$ cat src/rtl/dpwm_pkg.sv
package dpwm_pkg;

  localparam int unsigned DEF_BASE_W  = 8;
  localparam int unsigned DEF_NUM_RES = 3;
  localparam int unsigned DEF_CMP_W   = 16;

  typedef enum logic [1:0] {
    PIN_OFF    = 2'b00,
    PIN_SPARE  = 2'b01,
    PIN_NONINV = 2'b10,
    PIN_INV    = 2'b11
  } pin_mode_e;

  // Ceiling of the count for a resolution index; out-of-range selects
  // fall back to the widest resolution.
  function automatic int unsigned top_of(int unsigned sel,
                                         int unsigned base_w,
                                         int unsigned num_res);
    int unsigned r;
    r = (sel >= num_res) ? (num_res - 1) : sel;
    return (32'd1 << (base_w + r)) - 32'd1;
  endfunction

  // Non-inverted pin level after a step that landed on cnt, moving in
  // the direction given by rising, against working compare cmp.
  function automatic logic level_of(int unsigned cnt,
                                    logic        rising,
                                    int unsigned cmp,
                                    int unsigned top);
    if (cmp == 0)   return 1'b0;
    if (cmp >= top) return 1'b1;
    if (rising)     return (cnt < cmp);
    return (cnt <= cmp);
  endfunction

  // Pin value for an output mode and a non-inverted level.
  function automatic logic pin_of(logic [1:0] mode, logic lvl);
    case (pin_mode_e'(mode))
      PIN_NONINV: return lvl;
      PIN_INV:    return !lvl;
      default:    return 1'b0;
    endcase
  endfunction

endpackage

$ cat src/rtl/dpwm_counter.sv
module dpwm_counter
  import dpwm_pkg::*;
#(
  parameter int unsigned BASE_W  = DEF_BASE_W,
  parameter int unsigned NUM_RES = DEF_NUM_RES,
  localparam int unsigned CNT_W  = BASE_W + NUM_RES - 1,
  localparam int unsigned SEL_W  = (NUM_RES > 1) ? $clog2(NUM_RES) : 1
) (
  input  logic             clk,
  input  logic             rst_n,
  input  logic             tick,
  input  logic [SEL_W-1:0] res_sel,
  output logic [CNT_W-1:0] cnt_q,
  output logic [CNT_W-1:0] next_cnt,
  output logic [CNT_W-1:0] top,
  output logic             step_rise,
  output logic             at_top
);

  logic up_q;
  logic up_d;
  logic turn_down;

  assign top = CNT_W'(top_of(32'(res_sel), BASE_W, NUM_RES));

  // A count at or above the ceiling (after a resolution change) always
  // steps downward.
  always_comb begin
    turn_down = !up_q || (cnt_q >= top);
    step_rise = !turn_down;
    if (turn_down) begin
      next_cnt = cnt_q - CNT_W'(1);
      up_d     = (next_cnt == '0);
    end else begin
      next_cnt = cnt_q + CNT_W'(1);
      up_d     = (next_cnt < top);
    end
  end

  assign at_top = tick && (next_cnt == top);

  always_ff @(posedge clk or negedge rst_n) begin
    if (!rst_n) begin
      cnt_q <= '0;
      up_q  <= 1'b1;
    end else if (tick) begin
      cnt_q <= next_cnt;
      up_q  <= up_d;
    end
  end

endmodule

$ cat src/rtl/dpwm_channel.sv
module dpwm_channel
  import dpwm_pkg::*;
#(
  parameter int unsigned CNT_W = DEF_BASE_W + DEF_NUM_RES - 1,
  parameter int unsigned CMP_W = DEF_CMP_W
) (
  input  logic             clk,
  input  logic             rst_n,
  input  logic             tick,
  input  logic             load,
  input  logic [CNT_W-1:0] next_cnt,
  input  logic             step_rise,
  input  logic [CNT_W-1:0] top,
  input  logic [CMP_W-1:0] cmp_in,
  input  logic [1:0]       mode,
  output logic [CNT_W-1:0] act_q,
  output logic             lvl_q,
  output logic             pin_q
);

  logic [CNT_W-1:0] act_d;
  logic             lvl_d;
  logic             pin_d;

  // Working compare is refreshed only at the ceiling, from the low bits.
  assign act_d = load ? cmp_in[CNT_W-1:0] : act_q;

  always_comb begin
    if (tick)
      lvl_d = level_of(32'(next_cnt), step_rise, 32'(act_d), 32'(top));
    else
      lvl_d = lvl_q;
    pin_d = pin_of(mode, lvl_d);
  end

  always_ff @(posedge clk or negedge rst_n) begin
    if (!rst_n) begin
      act_q <= '0;
      lvl_q <= 1'b0;
      pin_q <= 1'b0;
    end else begin
      act_q <= act_d;
      lvl_q <= lvl_d;
      pin_q <= pin_d;
    end
  end

endmodule

$ cat src/rtl/dpwm_top.sv
module dpwm_top
  import dpwm_pkg::*;
#(
  parameter int unsigned BASE_W  = DEF_BASE_W,
  parameter int unsigned NUM_RES = DEF_NUM_RES,
  parameter int unsigned CMP_W   = DEF_CMP_W,
  localparam int unsigned CNT_W  = BASE_W + NUM_RES - 1,
  localparam int unsigned SEL_W  = (NUM_RES > 1) ? $clog2(NUM_RES) : 1,
  localparam int unsigned NUM_CH = 2
) (
  input  logic             clk,
  input  logic             rst_n,
  input  logic             tick_en,
  input  logic [SEL_W-1:0] res_sel,
  input  logic [CMP_W-1:0] cmp_a,
  input  logic [CMP_W-1:0] cmp_b,
  input  logic [1:0]       mode_a,
  input  logic [1:0]       mode_b,
  output logic [CNT_W-1:0] cnt_o,
  output logic             pwm_a,
  output logic             pwm_b
);

  // Named internal events, visible to the bound checker.
  logic [CNT_W-1:0]              next_cnt;
  logic [CNT_W-1:0]              top;
  logic                          step_rise;
  logic                          at_top;
  logic [NUM_CH-1:0][CMP_W-1:0]  cmp_vec;
  logic [NUM_CH-1:0][1:0]        mode_vec;
  logic [NUM_CH-1:0][CNT_W-1:0]  act_q;
  logic [NUM_CH-1:0]             lvl_q;
  logic [NUM_CH-1:0]             pin_q;

  assign cmp_vec  = {cmp_b, cmp_a};
  assign mode_vec = {mode_b, mode_a};

  dpwm_counter #(
    .BASE_W  (BASE_W),
    .NUM_RES (NUM_RES)
  ) u_counter (
    .clk       (clk),
    .rst_n     (rst_n),
    .tick      (tick_en),
    .res_sel   (res_sel),
    .cnt_q     (cnt_o),
    .next_cnt  (next_cnt),
    .top       (top),
    .step_rise (step_rise),
    .at_top    (at_top)
  );

  for (genvar ch = 0; ch < NUM_CH; ch++) begin : g_ch
    dpwm_channel #(
      .CNT_W (CNT_W),
      .CMP_W (CMP_W)
    ) u_channel (
      .clk       (clk),
      .rst_n     (rst_n),
      .tick      (tick_en),
      .load      (at_top),
      .next_cnt  (next_cnt),
      .step_rise (step_rise),
      .top       (top),
      .cmp_in    (cmp_vec[ch]),
      .mode      (mode_vec[ch]),
      .act_q     (act_q[ch]),
      .lvl_q     (lvl_q[ch]),
      .pin_q     (pin_q[ch])
    );
  end

  assign pwm_a = pin_q[0];
  assign pwm_b = pin_q[1];

endmodule

$ cat config.mk
export PLATFORM = sky130hd
export DESIGN_NAME = dpwm_top
export DESIGN_NICKNAME = d
export VERILOG_FILES = /design/src/rtl/dpwm_pkg.sv /design/src/rtl/dpwm_counter.sv /design/src/rtl/dpwm_channel.sv /design/src/rtl/dpwm_top.sv
export SDC_FILE = /design/constraint.sdc
export NUM_CORES = 1
export LEC_CHECK = 0
export ABC_CLOCK_PERIOD_IN_PS = 5000
export BUFFER_PORTS_ARGS = -buffer_cell sky130_fd_sc_hd__buf_2
export CORE_UTILIZATION = 25
export DETAILED_ROUTE_END_ITERATION = 7
export PLACE_DENSITY = 0.44
export SYNTH_ARGS = -nofsm -noshare
export SYNTH_HDL_FRONTEND = slang
export SYNTH_HIERARCHICAL = 1
export SYNTH_SLANG_ARGS = --single-unit
$ cat constraint.sdc
create_clock -name clk -period 5 [get_ports clk]
set_clock_uncertainty 0.1 [all_clocks]
set_input_delay 1 -clock clk [delete_from_list [all_inputs] [get_ports clk]]
set_output_delay 1 -clock clk [all_outputs]
set_load 0.01 [all_outputs]
; ---- Yosys cells after proc, flatten, opt, wreduce, memory -nomap -nowiden
; Index checks and enable logic that the tools add are counted.
[classes]
shifts = 1
eq_ne = 5
n_bitwise = 0
div_mod_pow = 0
mul = 0
reduce_logical = 8
mux = 38
addsub = 4
n_lt_le_gt_ge = 9
[ops]
columns = operator, count
row1 = "4-bit by 32-bit adder with 32-bit output, first input constant", 1
row2 = 1-bit two-way mux, 32
row3 = "1-bit by 32-bit << shifter with 10-bit output, first input constant", 1
row4 = 10-bit greater-or-equal comparator, 3
row5 = 10-bit zero test, 3
row6 = 10-bit < comparator, 3
row7 = 10-bit two-way mux, 3
row8 = 10-bit less-or-equal comparator, 2
row9 = "10-bit by 1-bit subtractor with 10-bit output, second input constant", 2
row10 = "10-bit by 1-bit adder with 10-bit output, second input constant", 1
row11 = 10-bit equality test, 1
row12 = "2-bit equality test, second input constant", 4
row13 = 1-bit case mux with 2 select lines, 2
row14 = 1-bit zero test, 3
row15 = "2-bit greater-or-equal comparator, second input constant", 1
row16 = 2-bit two-way mux, 1
row17 = 1-bit logical AND, 1
row18 = 1-bit logical OR, 1
[totals]
regBits = 35
latch_bits = 0
input_bits = 41
n_memories = 0
elab_cells = 73
rom_bits = 0
out_inout_bits = 12
ram_bits = 0

; ---- Longest topological paths before layout
[depth]
word_depth = 25
ltp_mapped = 21
mapped_depth_nobuf = 19

; ---- Hierarchy
; The synthesis kept the hierarchy.
[by_module_without_submodules]
columns = module, cells_each, seq_area_each_um2, n_inst, area_each_um2
row1 = dpwm_counter, 173, 276.5, 1, 1312.5
row2 = dpwm_channel at g_ch[0].u_channel, 108, 300.3, 1, 1019.7
row3 = dpwm_channel at g_ch[1].u_channel, 107, 300.3, 1, 1013.5

; ---- Worst setup path after synthesis
; Ideal clock, no wire load.
[synth_timing]
kind = input port to flip-flop
start = input res_sel[0]
end = register g_ch[0].u_channel.pin_q
arrival_ns = 5.215
path_slack_ns = -0.382
cell_stages = 19
setup_ns = 0.066
cell_sequence = inv_1 > nand2_1 > inv_1 > ha_1 > nand4_1 > nor3_1 > nor2_2 > o211ai_1 > or4b_1 > a2111oi_2 > buf_2 > mux2i_1 > ha_1 > a21o_1 > a41oi_1 > o21ai_0 > o21a_1 > a211o_2 > nand3_2
[synth_via]
elab_chain_len = 20
word_cells_on_any_way = 32
classes_between = add/sub (2) / order compare (5) / eq/ne (1) / shift (1) / mux (19) / reduce/logical (4)
[synth_rtl]
columns = element, line_no
row1 = start: declaration, dpwm_top.sv:14  ; input logic [SEL_W-1:0] res_sel,
row2 = 2-bit greater-or-equal comparator, dpwm_pkg.sv:20  ; r = (sel >= num_res) ? (num_res - 1) : sel;
row3 = 2-bit two-way mux (*), dpwm_pkg.sv:20
row4 = 4-bit by 32-bit adder with 32-bit output (*), dpwm_pkg.sv:21  ; return (32'd1 << (base_w + r)) - 32'd1;
row5 = 1-bit by 32-bit << shifter with 10-bit output (*), dpwm_pkg.sv:21
row6 = 10-bit by 1-bit subtractor with 10-bit output (*), dpwm_pkg.sv:21
row7 = via top[8], dpwm_top.sv:26  ; logic [CNT_W-1:0] top;
row8 = 10-bit greater-or-equal comparator (*), dpwm_counter.sv:29  ; turn_down = !up_q || (cnt_q >= top);
row9 = 1-bit logical OR (*), dpwm_counter.sv:29
row10 = [... 1 more ...], -
row11 = via next_cnt[9], dpwm_top.sv:25  ; logic [CNT_W-1:0] next_cnt;
row12 = [... 2 more ...], -
row13 = via at_top, dpwm_top.sv:28  ; logic at_top;
row14 = [... 3 more ...], -
row15 = 1-bit two-way mux (on tied branches), "dpwm_pkg.sv:32, dpwm_pkg.sv:31"
row16 = 1-bit two-way mux (on tied branches), "dpwm_pkg.sv:33, dpwm_channel.sv:29"
row17 = 1-bit two-way mux, dpwm_pkg.sv:32  ; if (rising) return (cnt < cmp);
row18 = 1-bit two-way mux (*), dpwm_pkg.sv:31  ; if (cmp >= top) return 1'b1;
row19 = 1-bit two-way mux (*), dpwm_channel.sv:29  ; if (tick)
row20 = 1-bit zero test, dpwm_pkg.sv:40  ; PIN_INV: return !lvl;
row21 = 1-bit case mux with 2 select lines (*), dpwm_pkg.sv:38  ; case (pin_mode_e'(mode))
row22 = via g_ch[0].u_channel.pin_d, dpwm_channel.sv:23  ; logic pin_d;
row23 = end signal: assignment, dpwm_channel.sv:44  ; pin_q <= pin_d;
row24 = end: declaration, dpwm_channel.sv:18  ; output logic pin_q
; The timed path passes the listed nets; every way through them passes the cells marked *. The select of a mux whose other input is x is not followed.
; A chain may end at the register's enable or synchronous reset.

; ---- Worst setup path in the final report
[layout_timing]
start = input res_sel[1]
end = register g_ch[1].u_channel.pin_q
[layout_via]
elab_chain_len = 20
word_cells_on_any_way = 32
classes_between = add/sub (2) / order compare (5) / eq/ne (1) / shift (1) / mux (19) / reduce/logical (4)
[layout_rtl]
columns = element, line_no
row1 = 2-bit greater-or-equal comparator, dpwm_pkg.sv:20
row2 = 2-bit two-way mux (*), dpwm_pkg.sv:20
row3 = 4-bit by 32-bit adder with 32-bit output (*), dpwm_pkg.sv:21
row4 = 1-bit by 32-bit << shifter with 10-bit output (*), dpwm_pkg.sv:21
row5 = 10-bit by 1-bit subtractor with 10-bit output (*), dpwm_pkg.sv:21
row6 = via top[8], dpwm_top.sv:26
row7 = 10-bit greater-or-equal comparator (*), dpwm_counter.sv:29
row8 = 1-bit logical OR (*), dpwm_counter.sv:29
row9 = [... 1 more ...], -
row10 = via next_cnt[9], dpwm_top.sv:25
row11 = [... 2 more ...], -
row12 = via at_top, dpwm_top.sv:28
row13 = [... 3 more ...], -
row14 = 1-bit two-way mux (on tied branches), "dpwm_pkg.sv:32, dpwm_pkg.sv:31"
row15 = 1-bit two-way mux (on tied branches), "dpwm_pkg.sv:33, dpwm_channel.sv:29"
row16 = 1-bit two-way mux, dpwm_pkg.sv:32
row17 = 1-bit two-way mux (*), dpwm_pkg.sv:31
row18 = 1-bit two-way mux (*), dpwm_channel.sv:29
row19 = 1-bit zero test, dpwm_pkg.sv:40
row20 = 1-bit case mux with 2 select lines (*), dpwm_pkg.sv:38
row21 = via g_ch[1].u_channel.pin_d, dpwm_channel.sv:23
row22 = end signal: assignment, dpwm_channel.sv:44
row23 = end: declaration, dpwm_channel.sv:18
; Marks and branches as above.

==> results.toml <==
[sta]
maxSlewViolCount = 0
min_period_ns = 4.94
fmax_ghz = 0.203
rsz0062_at_grt = "yes"
fin_crit_sh_pct = 98.7
hold_viol_final = 0
worst_pin_slew_ns = 0.877
timing.slew.headroom_pct = 41.5
setup_viol = 0

[cells_and_area]
n_antenna_cell = 0
fin_nets = 569
stdcell_count = 653
post-route-util_pct = 36.2
areaGrowthSynthToFinish_pct = 38.6
drive_gt1_share_pct = 34.3
fillers = 1342

[setup_path]
r2r_end = "g_ch[1].u_channel/pin_q$_DFF_PN0_"
r2r_start = "u_counter/cnt_q[0]$_DFFE_PN0P_"
startpoint_type = "primary input"
cp.arrival_ns = 5.06
reg2reg_depth = 19
critPathCaptureType = "flop"
worstPathRequired_ns = 5.12
worstSetupPathType = "primary input to flop"
crit_path_max_fanout = 6
crit_start = "res_sel[1]"
r2r_slack_ns = 0.21
endpoint = "g_ch[1].u_channel/pin_q$_DFF_PN0_"

[logic_synthesis]
async_flop_share_pct = 100
ys.flop_type = "dfrtp_1"
synth_simple_gate_area_share_pct = 20.4
synth_top_family_by_area = "simple AND/OR/NAND/NOR gates"
avgSynthCellArea_um2 = 8.62
synth_seq_area_share_pct = 26.2
ys_ff_latch = 35
synth_mux_area_share_pct = 7.93
synth_cell_types = 57
synth_edf_count = 0
ys.warnings.count = 6
yosys.area.top_type_share_pct = 25.4
synthAdderAreaFrac_pct = 18.0
synth_area_mm2 = 0.00335
yosysMostFrequentCell = "inv_1"
synth_area_leaders = "dfrtp_1 (25%), ha_1 (18%), mux2i_1 (6.6%)"
synth-xor-area-share_pct = 2.62
synth_cells = 388
synth.top_cells.by_count = "inv_1 (49), ha_1 (48), dfrtp_1 (34)"
synth_top_area_cell = "dfrtp_1"
synth_compound_area_share_pct = 15.7

[power_and_ir_drop]
vdd_drop_max_v = 0.000152
p_leak_nw = 2.32
power_density_mw_per_mm2 = 438
power_mw = 2.03

[floorplanning]
die_h_um = 118
start_util_pct = 26.1
core-area_mm2 = 0.0128
num_rows = 41
ioPinCount = 53
die_w_um = 118
die_area_mm2 = 0.0138

[route]
drc_errors = 0
viasPerCell = 4.79
wl_mm = 10.3
first_pass_iters = 4
ant_nets = 0
vias = 3131
routedWlPerCell_um = 15.8
drt_iter0_drc = 172

[global_route]
overflow = 0
grt_pass1_wl_mm = 16.7
grt_pass1_vias = 3203
grt_usage_pct = 15.5
grt_max_degree = 36
grt_antenna_before_repair = 0
use_met1_pct = 20.7
met2_usage_pct = 25.6
met3_usage_pct = 2.57
busiest_layer = "met2"

[outcome]
status = "finished clean"

[place]
hpwlAfterDp_mm = 7.74
dp.cells = 630
io_buffers = 40
globalplace.congestion = 0.853

[clocking]
hold_buffers = 0
clockBufferDepth = 2
h-tree-depth = 2
clkLatencyLatePin_ns = 0.29
cts.reportedPaths.clkPinSlew_ns = 0.06
cts_buffers = 5
cts_tree = "built"
cts-root-buf = "clkbuf_16"
cts_sinks = 35

[worst_hold_path]
hold_class = "flop to flop"
hp-start = "u_counter/up_q$_DFFE_PN1P_"

[job]
maxCapViolCount = 0
-- layer usage --
layer	part of all wire, %	vias to the layer above
li1	-	1582
met1	48	1472
met2	46	66
met3	3.7	11
met4	2.0	0
met5	0	-
-- how the worst min path moves through the flow --
stage               slack (ns)  depth (start not counted)                    endpoint
finish                    0.42                          2  u_counter/up_q$_DFFE_PN1P_
global route              0.44                          2  u_counter/up_q$_DFFE_PN1P_
floorplan                 0.38                          2  u_counter/up_q$_DFFE_PN1P_
detailed placement        0.41                          2  u_counter/up_q$_DFFE_PN1P_
global placement          0.39                          2  u_counter/up_q$_DFFE_PN1P_
CTS                       0.42                          2  u_counter/up_q$_DFFE_PN1P_
-- sequential cells by signal, summed over array words and instances, names as in the netlist --
signal,count
u_counter/cnt_q,10
g_ch.u_channel/act_q,20
g_ch.u_channel/lvl_q,2
u_counter/up_q,1
g_ch.u_channel/pin_q,2
-- through the flow --
stage / setup slack (ns) / setup TNS (ns) / instance area, um2 / hold WS, ns
detailed placement: -0.329 / -1.05 / 4090 / 0.409
global placement: -0.295 / -0.976 / 4090 / 0.388
finish: 0.0633 / 0 / 4640 / 0.417
floorplan: -0.0141 / -0.0141 / 3450 / 0.378
CTS: 0.00222 / 0 / 4390 / 0.422
global route: -0.143 / -0.395 / 4640 / 0.437
-- cell type report --
type | instances | area, um2 | share of cell area, %
repair buffers | 101 | 743 | 16.0
clock inverters | 3 | 20.0 | 0.432
flip-flops and latches | 35 | 877 | 18.9
well taps | 172 | 215 | 4.64
multi-input cells | 288 | 2450 | 52.9
inverters | 49 | 204 | 4.40
clock buffers | 5 | 125 | 2.70
-- cells in the final DEF (no fill, tap or decap), types with 5 or more instances in the layout --
cell	synthesis	layout
inv_1	49	45
nor3_1	11	10
or4_1	8	8
nor4_1	10	9
a21oi_1	20	17
buf_4	8	55
mux2i_4	0	6
mux2i_2	0	8
nand2b_1	5	5
nand2_1	22	21
mux2i_1	22	8
nand4_1	10	10
xnor2_1	5	5
ha_1	48	43
dfrtp_1	34	34
ha_4	0	5
a21o_1	6	6
conb_1	1	8
a31oi_1	6	6
buf_2	4	39
a211oi_1	7	5
o21ai_0	11	10
o211ai_1	5	5
nor2_1	9	9
xor2_1	5	5
clkbuf_16	0	5
nand3_1	12	11
-- power by group --
group          total, mW  internal, mW  switching [mW]
Clock              0.316         0.184           0.132
Combinational       1.26         0.573           0.683
Sequential         0.457         0.346           0.111
Total               2.03          1.10           0.926
-- worst max-delay path: stages --
cell	delay, ns
buf_12	0.09
inv_12	0.03
nand2_4	0.06
inv_4	0.04
ha_4	0.24
nand4_1	0.12
or3_4	0.42
o211ai_1	0.10
o211ai_1	0.15
or4b_4	0.57
a2111oi_4	0.32
buf_4	0.18
buf_12	0.11
buf_4	0.11
mux2i_2	0.24
ha_1	0.29
a211oi_2	0.23
nor3_1	0.08
a211oi_2	0.18
a21oi_2	0.11
a211o_1	0.30
nand3_1	0.07
-- logic make-up (layout without fill, tap and decap cells) --
logic type / count (synthesis) / in the layout
mux: 26 / 26
simple gates: 118 / 118
flops: 35 / 35
xor+xnor: 10 / 10
fa+ha+maj: 48 / 48
buf+inv: 72 / 158
other cells: 1 / 8
compound gates: 78 / 78
-- what timing repair did --
action / 4_1_cts / 5_1_grt
gates cloned: 1 / 0
setup buffers: 7 / 8
resized for setup: 18 / 30
pin swaps: 10 / 14
endpoints found under the setup margin: 2 / 4
hold endpoints to repair: 0 / 0
Power figures use the tool's default switching activity.
